==> config.mk <==
export PLATFORM = sky130hd
export DESIGN_NAME = instr_header_seq
export DESIGN_NICKNAME = d
export VERILOG_FILES = /design/src/rtl/hdr_seq_pkg.sv /design/src/rtl/hdr_datapath.sv /design/src/rtl/hdr_control.sv /design/src/rtl/instr_header_seq.sv
export SDC_FILE = /design/constraint.sdc
export NUM_CORES = 1
export LEC_CHECK = 0
export BUFFER_PORTS_ARGS = -buffer_cell sky130_fd_sc_hd__buf_4
export CORE_MARGIN = 3
export CORE_UTILIZATION = 31
export DETAILED_ROUTE_END_ITERATION = 10
export HOLD_SLACK_MARGIN = 0.05
export SLEW_MARGIN = 30
export SYNTH_ARGS = -nofsm -noshare
export SYNTH_HDL_FRONTEND = slang
export SYNTH_SLANG_ARGS = --single-unit
==> constraint.sdc <==
create_clock -name clk -period 10.45 [get_ports clk]
set_input_delay 3.135 -clock clk [delete_from_list [all_inputs] [get_ports clk]]
set_output_delay 3.135 -clock clk [all_outputs]
set_load 0.005 [all_outputs]
==> src/rtl/hdr_seq_pkg.sv <==
package hdr_seq_pkg;

  localparam int OPC_W   = 7;
  localparam int BYTE_W  = 8;
  localparam int COND_W  = 5;
  localparam int CNT_W   = 2;
  localparam int MAX_OPS = 3;

  localparam logic [1:0] FAULT_ACCESS  = 2'd1;
  localparam logic [1:0] FAULT_ILLEGAL = 2'd2;
  localparam logic [1:0] FAULT_OPERAND = 2'd3;

  typedef enum logic [2:0] {
    ST_IDLE,
    ST_CHECK,
    ST_HDR_WAIT,
    ST_SFX_WAIT,
    ST_LOOKUP,
    ST_OP_ISSUE,
    ST_OP_WAIT
  } seqState_e;

  typedef struct packed {
    logic latchStart;
    logic stepPc;
    logic capFirst;
    logic capSuffix;
    logic capCount;
    logic capOperand;
  } seqStrobes_t;

endpackage

==> src/rtl/hdr_datapath.sv <==
module hdr_datapath
  import hdr_seq_pkg::*;
#(
  parameter int          AW            = 32,
  parameter int          OPW           = 64,
  parameter int          LEN_W         = 4,
  parameter int          NUM_INSTR     = 64,
  parameter int unsigned MEM_SIZE      = 65536,
  parameter int unsigned MEM_OFFSET    = 4096,
  parameter int unsigned MAX_INSTR_LEN = 32
) (
  input  logic                     clk,
  input  logic                     rst_n,
  input  seqStrobes_t              strobes,
  input  logic [AW-1:0]            pcIn,
  input  logic [AW-1:0]            codeBase,
  input  logic [BYTE_W-1:0]        memRdData,
  input  logic [2*NUM_INSTR-1:0]   opCountTable,
  input  logic [LEN_W-1:0]         opLen,
  input  logic [OPW-1:0]           opData,
  output logic [AW-1:0]            fetchAddr,
  output logic                     fetchBad,
  output logic                     opcodeBad,
  output logic                     opsDone,
  output logic [OPC_W-1:0]         opcodeOut,
  output logic [BYTE_W-1:0]        suffixOut,
  output logic [CNT_W-1:0]         countOut,
  output logic [MAX_OPS*OPW-1:0]   operandsOut,
  output logic [AW-1:0]            pcOut,
  output logic [AW-1:0]            curPcOut
);

  localparam logic [AW-1:0] FETCH_LIMIT = AW'(MEM_SIZE - MAX_INSTR_LEN);
  localparam logic [AW-1:0] OFFSET_V    = AW'(MEM_OFFSET);

  logic [AW-1:0]     pcReg;
  logic [AW-1:0]     curPcReg;
  logic [AW-1:0]     baseReg;
  logic [OPC_W-1:0]  opcodeReg;
  logic [BYTE_W-1:0] suffixReg;
  logic [CNT_W-1:0]  countReg;
  logic [CNT_W-1:0]  idxReg;
  logic [CNT_W-1:0]  countLookup;
  logic [OPW-1:0]    operandReg [MAX_OPS];

  assign fetchAddr = pcReg + baseReg - OFFSET_V;
  assign fetchBad  = (fetchAddr >= FETCH_LIMIT);
  assign opcodeBad = (int'(opcodeReg) >= NUM_INSTR);
  assign opsDone   = (idxReg == countReg);

  always_comb begin
    countLookup = '0;
    for (int i = 0; i < NUM_INSTR; i++) begin
      if (opcodeReg == OPC_W'(i)) countLookup = opCountTable[2*i +: 2];
    end
  end

  always_ff @(posedge clk) begin
    if (!rst_n) begin
      pcReg     <= '0;
      curPcReg  <= '0;
      baseReg   <= '0;
      opcodeReg <= '0;
      suffixReg <= '0;
      countReg  <= '0;
      idxReg    <= '0;
    end else begin
      if (strobes.latchStart) begin
        pcReg    <= pcIn;
        curPcReg <= pcIn;
        baseReg  <= codeBase;
        countReg <= '0;
        idxReg   <= '0;
      end else if (strobes.stepPc) begin
        pcReg <= pcReg + AW'(1);
      end else if (strobes.capOperand) begin
        pcReg  <= pcReg + AW'(opLen);
        idxReg <= idxReg + CNT_W'(1);
      end
      if (strobes.capFirst) begin
        opcodeReg <= memRdData[OPC_W-1:0];
        suffixReg <= '0;
      end
      if (strobes.capSuffix) suffixReg <= memRdData;
      if (strobes.capCount) begin
        countReg <= countLookup;
        idxReg   <= '0;
      end
    end
  end

  for (genvar k = 0; k < MAX_OPS; k++) begin : g_slot
    always_ff @(posedge clk) begin
      if (!rst_n || strobes.latchStart) begin
        operandReg[k] <= '0;
      end else if (strobes.capOperand && idxReg == CNT_W'(k)) begin
        operandReg[k] <= opData;
      end
    end
    assign operandsOut[k*OPW +: OPW] = operandReg[k];
  end

  assign opcodeOut = opcodeReg;
  assign suffixOut = suffixReg;
  assign countOut  = countReg;
  assign pcOut     = pcReg;
  assign curPcOut  = curPcReg;

endmodule

==> src/rtl/hdr_control.sv <==
module hdr_control
  import hdr_seq_pkg::*;
(
  input  logic        clk,
  input  logic        rst_n,
  input  logic        start,
  input  logic        fetchBad,
  input  logic        hasSuffix,
  input  logic        opcodeBad,
  input  logic        opsDone,
  input  logic        opDone,
  input  logic        opFault,
  output seqStrobes_t strobes,
  output logic        memRdEn,
  output logic        opReq,
  output logic        busy,
  output logic        dispValid,
  output logic        faultValid,
  output logic [1:0]  faultCode
);

  seqState_e stateReg, stateNext;
  logic       raiseFault;
  logic       raiseDisp;
  logic [1:0] faultKind;

  always_comb begin
    stateNext  = stateReg;
    strobes    = '0;
    memRdEn    = 1'b0;
    opReq      = 1'b0;
    raiseFault = 1'b0;
    raiseDisp  = 1'b0;
    faultKind  = FAULT_ACCESS;
    unique case (stateReg)
      ST_IDLE: begin
        if (start) begin
          strobes.latchStart = 1'b1;
          stateNext = ST_CHECK;
        end
      end
      ST_CHECK: begin
        if (fetchBad) begin
          raiseFault = 1'b1;
          faultKind  = FAULT_ACCESS;
          stateNext  = ST_IDLE;
        end else begin
          memRdEn        = 1'b1;
          strobes.stepPc = 1'b1;
          stateNext      = ST_HDR_WAIT;
        end
      end
      ST_HDR_WAIT: begin
        strobes.capFirst = 1'b1;
        if (hasSuffix) begin
          memRdEn        = 1'b1;
          strobes.stepPc = 1'b1;
          stateNext      = ST_SFX_WAIT;
        end else begin
          stateNext = ST_LOOKUP;
        end
      end
      ST_SFX_WAIT: begin
        strobes.capSuffix = 1'b1;
        stateNext = ST_LOOKUP;
      end
      ST_LOOKUP: begin
        if (opcodeBad) begin
          raiseFault = 1'b1;
          faultKind  = FAULT_ILLEGAL;
          stateNext  = ST_IDLE;
        end else begin
          strobes.capCount = 1'b1;
          stateNext = ST_OP_ISSUE;
        end
      end
      ST_OP_ISSUE: begin
        if (opsDone) begin
          raiseDisp = 1'b1;
          stateNext = ST_IDLE;
        end else begin
          opReq     = 1'b1;
          stateNext = ST_OP_WAIT;
        end
      end
      ST_OP_WAIT: begin
        if (opDone) begin
          if (opFault) begin
            raiseFault = 1'b1;
            faultKind  = FAULT_OPERAND;
            stateNext  = ST_IDLE;
          end else begin
            strobes.capOperand = 1'b1;
            stateNext = ST_OP_ISSUE;
          end
        end
      end
      default: stateNext = ST_IDLE;
    endcase
  end

  always_ff @(posedge clk) begin
    if (!rst_n) begin
      stateReg   <= ST_IDLE;
      dispValid  <= 1'b0;
      faultValid <= 1'b0;
      faultCode  <= '0;
    end else begin
      stateReg   <= stateNext;
      dispValid  <= raiseDisp;
      faultValid <= raiseFault;
      if (raiseFault) faultCode <= faultKind;
    end
  end

  assign busy = (stateReg != ST_IDLE);

endmodule

==> src/rtl/instr_header_seq.sv <==
module instr_header_seq
  import hdr_seq_pkg::*;
#(
  parameter int          AW            = 32,
  parameter int          OPW           = 64,
  parameter int          LEN_W         = 4,
  parameter int          NUM_INSTR     = 64,
  parameter int unsigned MEM_SIZE      = 65536,
  parameter int unsigned MEM_OFFSET    = 4096,
  parameter int unsigned MAX_INSTR_LEN = 32
) (
  input  logic                   clk,
  input  logic                   rst_n,
  input  logic                   start,
  input  logic [AW-1:0]          pcIn,
  input  logic [AW-1:0]          codeBase,
  output logic                   busy,
  output logic                   memRdEn,
  output logic [AW-1:0]          memAddr,
  input  logic [7:0]             memRdData,
  input  logic [2*NUM_INSTR-1:0] opCountTable,
  output logic                   opReq,
  output logic [AW-1:0]          opPc,
  input  logic                   opDone,
  input  logic [LEN_W-1:0]       opLen,
  input  logic [OPW-1:0]         opData,
  input  logic                   opFault,
  output logic                   dispValid,
  output logic [6:0]             dispOpcode,
  output logic                   dispRep,
  output logic                   dispLock,
  output logic [4:0]             dispCond,
  output logic [1:0]             dispNumOps,
  output logic [3*OPW-1:0]       dispOperands,
  output logic [AW-1:0]          curPc,
  output logic [AW-1:0]          nextPc,
  output logic                   faultValid,
  output logic [1:0]             faultCode
);

  seqStrobes_t       strobes;
  logic              fetchBad;
  logic              opcodeBad;
  logic              opsDone;
  logic [BYTE_W-1:0] suffix;

  hdr_control ctrl_i (
    .clk        (clk),
    .rst_n      (rst_n),
    .start      (start),
    .fetchBad   (fetchBad),
    .hasSuffix  (memRdData[7]),
    .opcodeBad  (opcodeBad),
    .opsDone    (opsDone),
    .opDone     (opDone),
    .opFault    (opFault),
    .strobes    (strobes),
    .memRdEn    (memRdEn),
    .opReq      (opReq),
    .busy       (busy),
    .dispValid  (dispValid),
    .faultValid (faultValid),
    .faultCode  (faultCode)
  );

  hdr_datapath #(
    .AW            (AW),
    .OPW           (OPW),
    .LEN_W         (LEN_W),
    .NUM_INSTR     (NUM_INSTR),
    .MEM_SIZE      (MEM_SIZE),
    .MEM_OFFSET    (MEM_OFFSET),
    .MAX_INSTR_LEN (MAX_INSTR_LEN)
  ) dp_i (
    .clk          (clk),
    .rst_n        (rst_n),
    .strobes      (strobes),
    .pcIn         (pcIn),
    .codeBase     (codeBase),
    .memRdData    (memRdData),
    .opCountTable (opCountTable),
    .opLen        (opLen),
    .opData       (opData),
    .fetchAddr    (memAddr),
    .fetchBad     (fetchBad),
    .opcodeBad    (opcodeBad),
    .opsDone      (opsDone),
    .opcodeOut    (dispOpcode),
    .suffixOut    (suffix),
    .countOut     (dispNumOps),
    .operandsOut  (dispOperands),
    .pcOut        (nextPc),
    .curPcOut     (curPc)
  );

  assign opPc     = nextPc;
  assign dispRep  = suffix[0];
  assign dispLock = suffix[1];
  assign dispCond = suffix[6:2];

endmodule

==> impl_metrics.py, run 1 <==
metrics = {
    "placed_design": {
        "finalWeightedCongestion": 0.9324,
        "port_buffers": 615,
        "dp_hpwl_um": 51260,
        "placed_cells": 2992,
    },
    "critical_path": {
        "reg2reg_to": "dp_i.pcOut[20]",
        "worstSetupStartpointType": "flip-flop",
        "cp_max_fo": 7,
        "worstPathArrival_ns": 4.92,
        "slowest_delay_ns": 0.68,
        "cp.required_ns": 7.32,
        "crit_top_cell": "inv_1",
        "regToRegSetupSlack_ns": 3.57,
        "rr_worst_depth": 28,
        "cp_cell_sequence": "inv_1 -> ha_1 -> inv_1 -> ha_1 -> a21o_1 -> a2111oi_0 -> o2111ai_1 -> a22o_1 -> o41ai_2 -> xnor2_1 -> or3b_1 -> nor4_4 -> o21bai_1 -> buf_4 -> inv_1 -> buf_4",
        "timing.rr.start": "dp_i.pcOut[15]",
        "crit_type": "flip-flop to primary output",
        "critPathCaptureType": "primary output",
        "cp_slowest_cell": "a2111oi_0",
    },
    "yosys": {
        "yosysWarnings": 0,
        "synthCells": 1798,
        "synth-compound-area-share_pct": 17.07,
        "synth_edf_count": 192,
        "synth_flop_cell": "edfxtp_1",
        "synth_top_family_by_area": "simple AND/OR/NAND/NOR gates",
        "yosysUniqueCellTypes": 86,
        "synthesis.nets": 2141,
        "synth_simple_gate_area_share_pct": 20.42,
        "muxShareOfSynthArea_pct": 1.865,
        "synth_top_area_share_pct": 33.83,
        "yosysTopAreaCell": "edfxtp_1",
        "synthAdderAreaFrac_pct": 5.227,
        "synth_area_leaders": "edfxtp_1 (34%), dfxtp_1 (14%), and2_1 (7.5%), ha_1 (5.0%), nand2_1 (4.9%)",
        "async_flop_share_pct": 0,
        "syn_avg_cell_area_sq_um": 9.479,
        "synth_xor_area_share_pct": 1.219,
        "synth_sequential_area_ratio_pct": 48.04,
        "synth_area_sq_um": 17040,
        "ys_ff_latch": 313,
    },
    "pwr": {
        "seqPwrFrac_pct": 40.7,
        "peakVddDrop_mv": 0.1280,
        "intPower_mw": 2.498,
        "power.leakage_nw": 10.35,
        "swShare_pct": 28.24,
        "p_clk_share_pct": 37.2,
        "p_switching_mw": 0.9831,
        "p_per_area_nw_per_um2": 149.3,
        "pwr-share-comb_pct": 22.1,
    },
    "timing": {
        "fin_hold_ws_ns": 0.4529,
        "rsz0062_at_grt": "false",
        "setup_viol": 0,
        "slew_headroom_pct": 46.35,
        "fin_crit_ns": 8.051,
        "tightestPinTransition_ns": 0.8047,
        "fin_worst_skew_ns": 0.01831,
        "setup-tns-final_ns": 0,
        "hold_violations": 0,
        "min_period_over_period_pct": 77.05,
        "max_freq_ghz": 0.1242,
        "slew_violations": 0,
    },
    "grt": {
        "grt_remaining_overflow": 0,
        "antenna_found_initial": 4,
        "grt_pass1_wl_um": 95920,
        "track_usage_pct": 21.78,
        "grt_max_degree": 75,
        "grt_pass1_vias": 15080,
    },
    "finish": {
        "final_util_pct": 43.06,
        "mostFrequentLayoutCell": "buf_4",
        "drive_gt1_share_pct": 31.20,
        "final_net_count": 2680,
        "syn2layout_area_growth_pct": 36.75,
        "final_cell_mix": "buf_4 (635), nand2_1 (218), and2_1 (204)",
        "final_cells": 3060,
    },
    "clock_network": {
        "cts_made_buffers": 38,
        "cts_resized": 0,
        "cts_hold_buf": 0,
        "h-tree-depth": 2,
        "cts_tree": "yes",
        "cts_buffer_depth": 3,
        "clock-sinks": 313,
        "postCtsSetupRepairBufs": 0,
        "cts_root_buf": "clkbuf_16",
        "clk_pin_slew_ns": 0.06,
        "worst_skew_pair.late_latency_ns": 0.55,
    },
    "detailed_routing": {
        "vias": 15720,
        "drc_errors": 0,
        "routed_via_density": 5.138,
        "ant_nets": 0,
        "wire_per_inst_um": 21.85,
        "first_pass_iters": 6,
        "routed_wl_um": 66870,
        "drtIter0Drc": 1102,
    },
    "worst_hold_path": {
        "worstHoldPathCells": 2,
        "hold_class": "flip-flop to flip-flop",
        "hold_end": "dp_i.baseReg[25]",
        "min_from": "dp_i.baseReg[25]",
    },
    "die": {
        "core_sq_um": 54130,
        "io_pins": 616,
        "die_area_sq_um": 57830,
        "initial_core_util_pct": 31.49,
        "die_y_um": 240.5,
        "num_rows": 85,
        "die_x_um": 240.5,
    },
    "status": {
        "status": "finished clean",
    },
    "run": {
        "drv_cap": 0,
    },
}
==> synthesized netlist by cell type, types with 12 or more instances <==
library cell  instances
nand3_1              28
a21o_1               18
nand2_1             222
buf_1                15
edfxtp_1            192
and3_1               19
nor3_1               26
dfxtp_1             121
mux2i_1              16
inv_1               100
nand2b_1             14
and2_1              205
a21oi_1             152
o21ai_0              53
a31oi_1              24
o211ai_1             17
ha_1                 68
clkbuf_1             84
or3_1                12
o21a_1               20
nor2b_1              16
buf_4                33
o21ai_1              20
nor2_1              101
==> cells by family (layout without fill, tap and decap cells) <==
| family | count (synthesis) | after routing |
|---|---|---|
| AOI/OAI and AO/OA | 441 | 441 |
| and+or+nand+nor | 686 | 686 |
| adders and majority gates | 70 | 70 |
| buffers and inverters | 241 | 805 |
| xor gates and xnor gates | 22 | 22 |
| DFF | 313 | 313 |
| other | 0 | 2 |
| muxes | 25 | 25 |
==> layout make-up <==
cell class                 instances  area, sq um
multi-input combinational       1244         7830
antenna                            2        5.005
clock inverter                    15        153.9
inverter                         102        384.1
sequential                       313         8189
timing repair buffer             638         4817
fill                            5325        30830
tap                              696        870.8
clock buffer                      50         1057
==> worst max-delay path by stage <==
stage / cells past startpoint / from / end / slack (ns)
2_1_floorplan: 3 / memRdData[7] / memRdEn / 3.66
3_3_place_gp: 16 / dp_i.pcOut[15] / memRdEn / 3.11
3_5_place_dp: 16 / dp_i.pcOut[15] / memRdEn / 3.00
4_1_cts: 16 / dp_i.pcOut[15] / memRdEn / 2.39
5_1_grt: 16 / dp_i.pcOut[15] / memRdEn / 2.09
6_report: 16 / dp_i.pcOut[15] / memRdEn / 2.40
==> flip-flops by register name, summed over array words and instances, names as in the netlist <==
signal	count
dp_i.countOut	2
dp_i.operandReg	192
dp_i.idxReg	2
dp_i.baseReg	32
ctrl_i.dispValid	1
dp_i.curPcOut	32
dp_i.opcodeOut	7
ctrl_i.faultCode	2
ctrl_i.faultValid	1
ctrl_i.stateReg	3
dp_i.suffixOut	7
dp_i.pcOut	32
==> through the flow <==
stage	worst slack (ns)	power [mW]	area, sq um
2_1_floorplan	3.664	1.802	17040
3_3_place_gp	3.106	2.206	22050
3_5_place_dp	3.004	2.208	22050
4_1_cts	2.392	3.520	23260
5_1_grt	2.086	3.633	23310
6_report	2.399	3.481	23310
==> worst max-delay path: cells and delay by family (launching register included) <==
family,cells,cell delay (ns)
compound gates,6,1.88
simple gates,2,0.69
fa+ha+maj,2,0.67
buf+inv,5,0.52
flops,1,0.40
xor+xnor,1,0.18
==> power groups by stage <==
stage               clock network (mW)  registers (mW)  logic, mW
floorplan                            0            1.44      0.362
global placement                     0            1.44      0.767
detailed placement                   0            1.44      0.766
CTS                               1.33            1.42      0.770
global route                      1.38            1.42      0.835
finish                            1.29            1.42      0.771
==> metal layers <==
metal | global-route usage [%] | vias to the layer above | wire [um]
met5 | 0 | - | 0
met4 | 5.647 | 0 | 1784
met3 | 4.898 | 112 | 5274
met2 | 37.74 | 659 | 32700
met1 | 27.38 | 7517 | 27100
li1 | - | 7433 | -
Power figures use the tool's default switching activity.
==> inputs of run 2 (changes only) <==
--- a/config.mk
+++ b/config.mk
@@ -5,10 +5,11 @@
 export SDC_FILE = /design/constraint.sdc
 export NUM_CORES = 1
 export LEC_CHECK = 0
+export ABC_AREA = 1
 export BUFFER_PORTS_ARGS = -buffer_cell sky130_fd_sc_hd__buf_4
-export CORE_MARGIN = 3
-export CORE_UTILIZATION = 31
+export CORE_AREA = 3 3 236 238
 export DETAILED_ROUTE_END_ITERATION = 10
+export DIE_AREA = 0 0 239 241
 export HOLD_SLACK_MARGIN = 0.05
 export SLEW_MARGIN = 30
 export SYNTH_ARGS = -nofsm -noshare
==> constraint.sdc (replaced) <==
create_clock -name clk -period 6.68 [get_ports clk]
set_input_delay 2.004 -clock clk [delete_from_list [all_inputs] [get_ports clk]]
set_output_delay 2.004 -clock clk [all_outputs]
set_load 0.005 [all_outputs]
==> run 2 against run 1 <==
Effect of this change: the run now ends with negative setup slack left; area after synthesis down 7.7%; sequential cell count unchanged; clock skew shrank 0.0054 ns; via count down 0.34%; die area down 0.40%; combinational power up 92%; sequential power rose by 56%; critical endpoint is now dp_i.pcOut[29]; highest routed layer is now met5.
==> impl_metrics.py, run 2 <==
metrics = {
    "critical_path": {
        "worstSetupStartpointType": "flip-flop",
        "cp_max_fo": 4,
        "slowest_delay_ns": 0.35,
        "crit_type": "flip-flop to flip-flop",
        "cp.required_ns": 7.13,
        "critPathCaptureType": "flip-flop",
        "crit_top_cell": "nand3_2",
        "worstPathArrival_ns": 8.08,
        "cp_slowest_cell": "fa_2",
        "regToRegSetupSlack_ns": -0.95,
    },
    "yosys": {
        "synth_area_leaders": "edfxtp_1 (37%), dfxtp_1 (15%), nor2_1 (8.5%), nand2_1 (7.4%), inv_1 (5.9%)",
        "synth_top_area_share_pct": 36.67,
        "yosysWarnings": 0,
        "synth_sequential_area_ratio_pct": 52.07,
        "yosysUniqueCellTypes": 53,
        "ys_ff_latch": 313,
        "synthesis.nets": 2173,
        "synth_edf_count": 192,
        "synth.most_common_cell": "nor2_1",
        "async_flop_share_pct": 0,
        "synth_area_sq_um": 15720,
        "synthCells": 1830,
        "synth_flop_cell": "edfxtp_1",
        "yosysTopAreaCell": "edfxtp_1",
        "syn_avg_cell_area_sq_um": 8.592,
        "synth_common_cells": "nor2_1 (354), nand2_1 (308), inv_1 (249)",
    },
    "timing": {
        "fin_crit_ns": 7.632,
        "tightestPinTransition_ns": 0.9323,
        "fin_worst_skew_ns": 0.01289,
        "fin_ws_ns": -0.9523,
        "slew_violations": 0,
        "slew_headroom_pct": 37.84,
        "setup_viol": 21,
        "hold_violations": 0,
        "max_freq_ghz": 0.1310,
        "min_period_over_period_pct": 114.3,
        "rsz0062_at_grt": "true",
    },
    "placed_design": {
        "port_buffers": 615,
        "dp_hpwl_um": 50500,
        "post-place-ws_ns": -0.9330,
        "finalWeightedCongestion": 0.9243,
    },
    "detailed_routing": {
        "drc_errors": 0,
        "first_pass_iters": 7,
        "vias": 15670,
        "drtIter0Drc": 1000,
        "ant_nets": 0,
        "routed_wl_um": 67000,
        "wire_per_inst_um": 20.18,
        "routed_via_density": 4.719,
    },
    "clock_network": {
        "cts_hold_buf": 0,
        "worst_skew_pair.late_latency_ns": 0.54,
        "cts_buffer_depth": 3,
        "clk_pin_slew_ns": 0.06,
        "cts_tree": "yes",
        "cts_made_buffers": 36,
        "clock-sinks": 313,
        "cts_root_buf": "clkbuf_16",
        "h-tree-depth": 2,
    },
    "die": {
        "initial_core_util_pct": 29.22,
        "io_pins": 616,
        "num_rows": 85,
        "die_area_sq_um": 57600,
        "die_x_um": 239,
        "die_y_um": 241,
        "core_sq_um": 53810,
    },
    "finish": {
        "drive_gt1_share_pct": 38.30,
        "regMostFlops": "dp_i.operandReg",
        "syn2layout_area_growth_pct": 52.26,
        "mostFrequentLayoutCell": "buf_4",
        "final_util_pct": 44.49,
        "final_net_count": 2939,
        "largest_register_ff_count": 192,
        "final_cell_mix": "buf_4 (787), nor2_1 (336), nand2_1 (290)",
    },
    "grt": {
        "antenna_found_initial": 8,
        "track_usage_pct": 21.83,
        "grt_pass1_wl_um": 95200,
        "grt_remaining_overflow": 0,
        "grt_pass1_vias": 15350,
        "grt_max_degree": 85,
    },
    "pwr": {
        "power.leakage_nw": 11.42,
        "peakVddDrop_mv": 0.1548,
        "p_per_area_nw_per_um2": 232.7,
    },
    "worst_hold_path": {
        "hold_class": "flip-flop to flip-flop",
    },
    "status": {
        "failed_checks": "negative setup slack",
        "status": "finished, violations left",
    },
    "run": {
        "drv_cap": 0,
    },
}
run 2: changes by cell type after synthesis, sizes merged, moves of 20 or more:
cell	before	now
inv	101	253
o21a	20	0
xor2	10	31
nand4	6	34
o21ai	73	95
clkbuf	84	52
nor2	101	354
nand3	28	51
and2	207	2
nand2	222	315
a21oi	153	114
run 2: cells by family (layout without fill, tap and decap cells):
| logic type | Yosys count | in the layout | share of synthesized area, % |
|---|---|---|---|
| AND/OR/NAND/NOR | 799 | 799 | 21.03 |
| buffers and inverters | 349 | 1138 | 9.334 |
| flip-flops | 313 | 313 | 52.07 |
| AO/OA/AOI/OAI | 256 | 256 | 9.501 |
| adder cells (fa/ha/maj) | 70 | 70 | 5.666 |
| XOR/XNOR | 43 | 43 | 2.395 |
| other | 0 | 5 | 0 |
run 2: worst paths after layout:
path | from | end | cells past startpoint
min | dp_i.baseReg[24] | dp_i.baseReg[24] | 2
max reg2reg | dp_i.pcOut[1] | dp_i.pcOut[29] | 58
min reg2reg | dp_i.baseReg[24] | dp_i.baseReg[24] | 2
max | dp_i.pcOut[1] | dp_i.pcOut[29] | 58
run 2: per-stage QoR:
step | area, sq um | hold WS, ns | TNS, ns | cells | power [mW]
CTS | 23770 | 0.4601 | -10.35 | 3324 | 5.589
finish | 23940 | 0.4612 | -12.17 | 3320 | 5.571
global placement | 21550 | 0.4444 | -4.693 | 3150 | 3.633
floorplan | 15750 | 0.4331 | -0.3760 | 1830 | 2.804
detailed placement | 21550 | 0.4522 | -8.445 | 3150 | 3.647
global route | 23930 | 0.4807 | -22.94 | 3317 | 5.824
run 2: layer usage:
metal / wire length (um) / global-route usage [%] / part of all wire [%]
met5: 20 / 0 / 0.030
met3: 5253 / 5.062 / 7.8
met2: 33160 / 38.29 / 49
met1: 27050 / 26.91 / 40
met4: 1524 / 6.194 / 2.3
run 2: final cells by class:
class | count | area (sq um)
antenna | 5 | 12.51
clock buffer | 47 | 984.7
clock inverter | 14 | 112.6
fill | 5253 | 29870
inverter | 257 | 970.9
multi-input combinational | 1168 | 6520
sequential | 313 | 8190
tap | 696 | 870.8
timing repair buffer | 820 | 6280
run 2: critical path: cells and delay by family (launching register included):
family,cells,cell delay [ns]
AO/OA/AOI/OAI,10,1.56
buffers and inverters,4,0.20
AND/OR/NAND/NOR,39,4.26
flip-flops,1,0.33
XOR/XNOR,1,0.14
adder cells (fa/ha/maj),4,1.00
run 2: power by group:
group | switching [mW] | internal (mW) | total, mW | leakage, nW
registers | 0.0557 | 2.16 | 2.22 | 3.09
clock network | 0.794 | 1.08 | 1.87 | 0.537
logic | 0.753 | 0.725 | 1.48 | 7.79
total | 1.60 | 3.97 | 5.57 | 11.4
run 2: what timing repair did:
item                       4_1_cts  5_1_grt
buffers inserted               114       30
resized for setup               71       55
setup endpoints to repair       16       27
pin swaps                       42       52
gates cloned                     0        0
==> inputs of run 3 (changes only) <==
--- a/config.mk
+++ b/config.mk
@@ -11,6 +11,7 @@
 export DETAILED_ROUTE_END_ITERATION = 10
 export DIE_AREA = 0 0 239 241
 export HOLD_SLACK_MARGIN = 0.05
+export RECOVER_POWER = 100
 export SLEW_MARGIN = 30
 export SYNTH_ARGS = -nofsm -noshare
 export SYNTH_HDL_FRONTEND = slang
==> constraint.sdc (replaced) <==
create_clock -name clk -period 8.6 [get_ports clk]
set_input_delay 2.58 -clock clk [delete_from_list [all_inputs] [get_ports clk]]
set_output_delay 2.58 -clock clk [all_outputs]
set_load 0.005 [all_outputs]
==> run 3 against run 2 <==
Effect of this change: the run ends with max-capacitance violations, max-slew violations left; routed wire length is 4.4% lower; die area stayed put; non-clock buffer count is 173 lower; largest cell class unchanged; combinational power is 36% lower; global-route usage is 1.1 points lower.
==> impl_metrics.py, run 3 (synthesized netlist as in run 2, its figures left out) <==
metrics = {
    "critical_path": {
        "endpoint": "dp_i.pcOut[29]",
        "cp.required_ns": 9.06,
        "cp_slowest_cell": "fa_2",
        "critPathCaptureType": "flip-flop",
        "crit_start": "dp_i.pcOut[1]",
        "reg2reg_to": "dp_i.pcOut[29]",
        "rr_worst_depth": 58,
        "regToRegSetupSlack_ns": 0.48,
        "worstPathArrival_ns": 8.57,
        "slowest_delay_ns": 0.39,
        "worstSetupStartpointType": "flip-flop",
        "crit_top_cell": "nand2_2",
        "cp_max_fo": 4,
        "timing.rr.start": "dp_i.pcOut[1]",
        "crit_type": "flip-flop to flip-flop",
    },
    "finish": {
        "mostFrequentLayoutCell": "nor2_1",
        "regMostFlops": "dp_i.operandReg",
        "syn2layout_area_growth_pct": 40.35,
        "stdcell_area_sq_um": 22070,
        "drive_gt1_share_pct": 28.04,
        "final_net_count": 2767,
        "final_cell_mix": "nor2_1 (344), buf_4 (334), nand2_1 (301)",
        "final_cells": 3151,
        "largest_register_ff_count": 192,
    },
    "detailed_routing": {
        "routed_wl_um": 64040,
        "wl_met1_um": 25350,
        "top_layer_used": "met5",
        "dr_wl_met2_um": 31250,
        "ant_nets": 0,
        "wire_per_inst_um": 20.32,
        "drc_errors": 0,
        "drtIter0Drc": 937,
        "vias": 14960,
        "routed_via_density": 4.748,
        "route.met3.wl_um": 5897,
        "first_pass_iters": 5,
    },
    "timing": {
        "slew_headroom_pct": -89.65,
        "setup_viol": 0,
        "hold_violations": 0,
        "tightestPinTransition_ns": 2.845,
        "min_period_over_period_pct": 94.40,
        "fin_crit_ns": 8.118,
        "slew_violations": 67,
        "max_freq_ghz": 0.1232,
        "fin_worst_skew_ns": 0.01985,
    },
    "grt": {
        "track_usage_pct": 20.69,
        "grt_remaining_overflow": 0,
        "grt_pass1_vias": 14390,
        "grt_pass1_wl_um": 89430,
        "antenna_found_initial": 9,
        "grt_max_degree": 82,
    },
    "status": {
        "failed_checks": "max-capacitance violations, max-slew violations",
        "status": "finished, violations left",
    },
    "pwr": {
        "seqPwrFrac_pct": 40.0,
        "power.leakage_nw": 10.10,
        "p_switching_mw": 1.205,
        "p_clk_share_pct": 38.0,
        "intPower_mw": 3.121,
        "peakVddDrop_mv": 0.1223,
        "swShare_pct": 27.86,
        "p_per_area_nw_per_um2": 196.0,
        "pwr-share-comb_pct": 22.0,
    },
    "placed_design": {
        "dp_hpwl_um": 50060,
        "finalWeightedCongestion": 0.8992,
        "placed_area_sq_um": 20900,
        "placed_cells": 3069,
        "port_buffers": 615,
    },
    "die": {
        "io_pins": 616,
        "die_y_um": 241,
        "num_rows": 85,
        "core_sq_um": 53810,
        "initial_core_util_pct": 29.22,
        "die_area_sq_um": 57600,
        "die_x_um": 239,
    },
    "clock_network": {
        "cts_made_buffers": 37,
        "clk_pin_slew_ns": 0.06,
        "cts_buffer_depth": 3,
        "h-tree-depth": 2,
        "cts_root_buf": "clkbuf_16",
        "worst_skew_pair.late_latency_ns": 0.54,
        "cts_tree": "yes",
        "cts_hold_buf": 0,
        "clock-sinks": 313,
    },
    "run": {
        "drv_cap": 1,
    },
    "worst_hold_path": {
        "hold_class": "flip-flop to flip-flop",
    },
}
[run 3: cell types whose count changed in the layout (fill, tap and decap cells not counted), moves of 11 or more]
cell	change
clkbuf_1	+96
clkbuf_4	+213
buf_6	-32
nand2_1	+11
buf_4	-453
[run 3: final cells by class]
type                            count  area (sq um)
Clock buffer                       57          1155
Multi-Input combinational cell   1168          6241
Timing Repair Buffer              647          4506
Tap cell                          696         870.8
Antenna cell                        5         12.51
Sequential cell                   313          8188
Fill cell                        5500         31750
Inverter                          257         970.9
Clock inverter                      8         125.1
[run 3: worst min path at each step]
stage | endpoint | from | slack (ns) | cells after the start
2_1_floorplan | dp_i.baseReg[21] | dp_i.baseReg[21] | 0.43 | 2
3_3_place_gp | dp_i.baseReg[15] | dp_i.baseReg[15] | 0.44 | 2
3_5_place_dp | dp_i.baseReg[15] | dp_i.baseReg[15] | 0.45 | 2
4_1_cts | dp_i.baseReg[15] | dp_i.baseReg[15] | 0.46 | 2
5_1_grt | dp_i.baseReg[22] | dp_i.baseReg[22] | 0.47 | 2
6_report | dp_i.baseReg[25] | dp_i.baseReg[25] | 0.46 | 2
[run 3: per-stage QoR]
step / worst slack (ns) / utilization (%) / hold WS, ns / setup TNS [ns] / power, mW
CTS: 0.1164 / 41.21 / 0.4604 / 0 / 4.382
global placement: 0.4392 / 38.83 / 0.4437 / 0 / 2.714
finish: 0.4815 / 41.01 / 0.4569 / 0 / 4.326
floorplan: 1.272 / - / 0.4331 / 0 / 2.177
detailed placement: 0.1642 / 38.83 / 0.4532 / 0 / 2.725
global route: -0.09357 / 41.00 / 0.4714 / -0.1191 / 4.515
[run 3: layer usage]
metal / track usage (%) / vias up
met5: 0 / -
met4: 6.157 / 2
met3: 6.205 / 87
met2: 35.69 / 667
met1: 25.01 / 7059
li1: - / 7145
[run 3: repair_timing]
action / in CTS / in global routing
setup endpoints to repair: 0 / 8
setup buffers: 0 / 11
resized for setup: 0 / 34
[run 3: critical path: cells and delay by family, from the launching register on]
family	cells	cell delay, ns
and+or+nand+nor	39	4.56
DFF	1	0.32
xor gates and xnor gates	1	0.14
adders and majority gates	4	1.14
AOI/OAI and AO/OA	10	1.66
buffers and inverters	4	0.23
[run 3: power groups by stage]
stage / combinational [mW] / clock, mW / sequential (mW)
3_5_place_dp: 0.959 / 0 / 1.77
3_3_place_gp: 0.951 / 0 / 1.76
6_report: 0.950 / 1.64 / 1.73
2_1_floorplan: 0.415 / 0 / 1.76
5_1_grt: 1.03 / 1.74 / 1.74
4_1_cts: 0.965 / 1.68 / 1.73
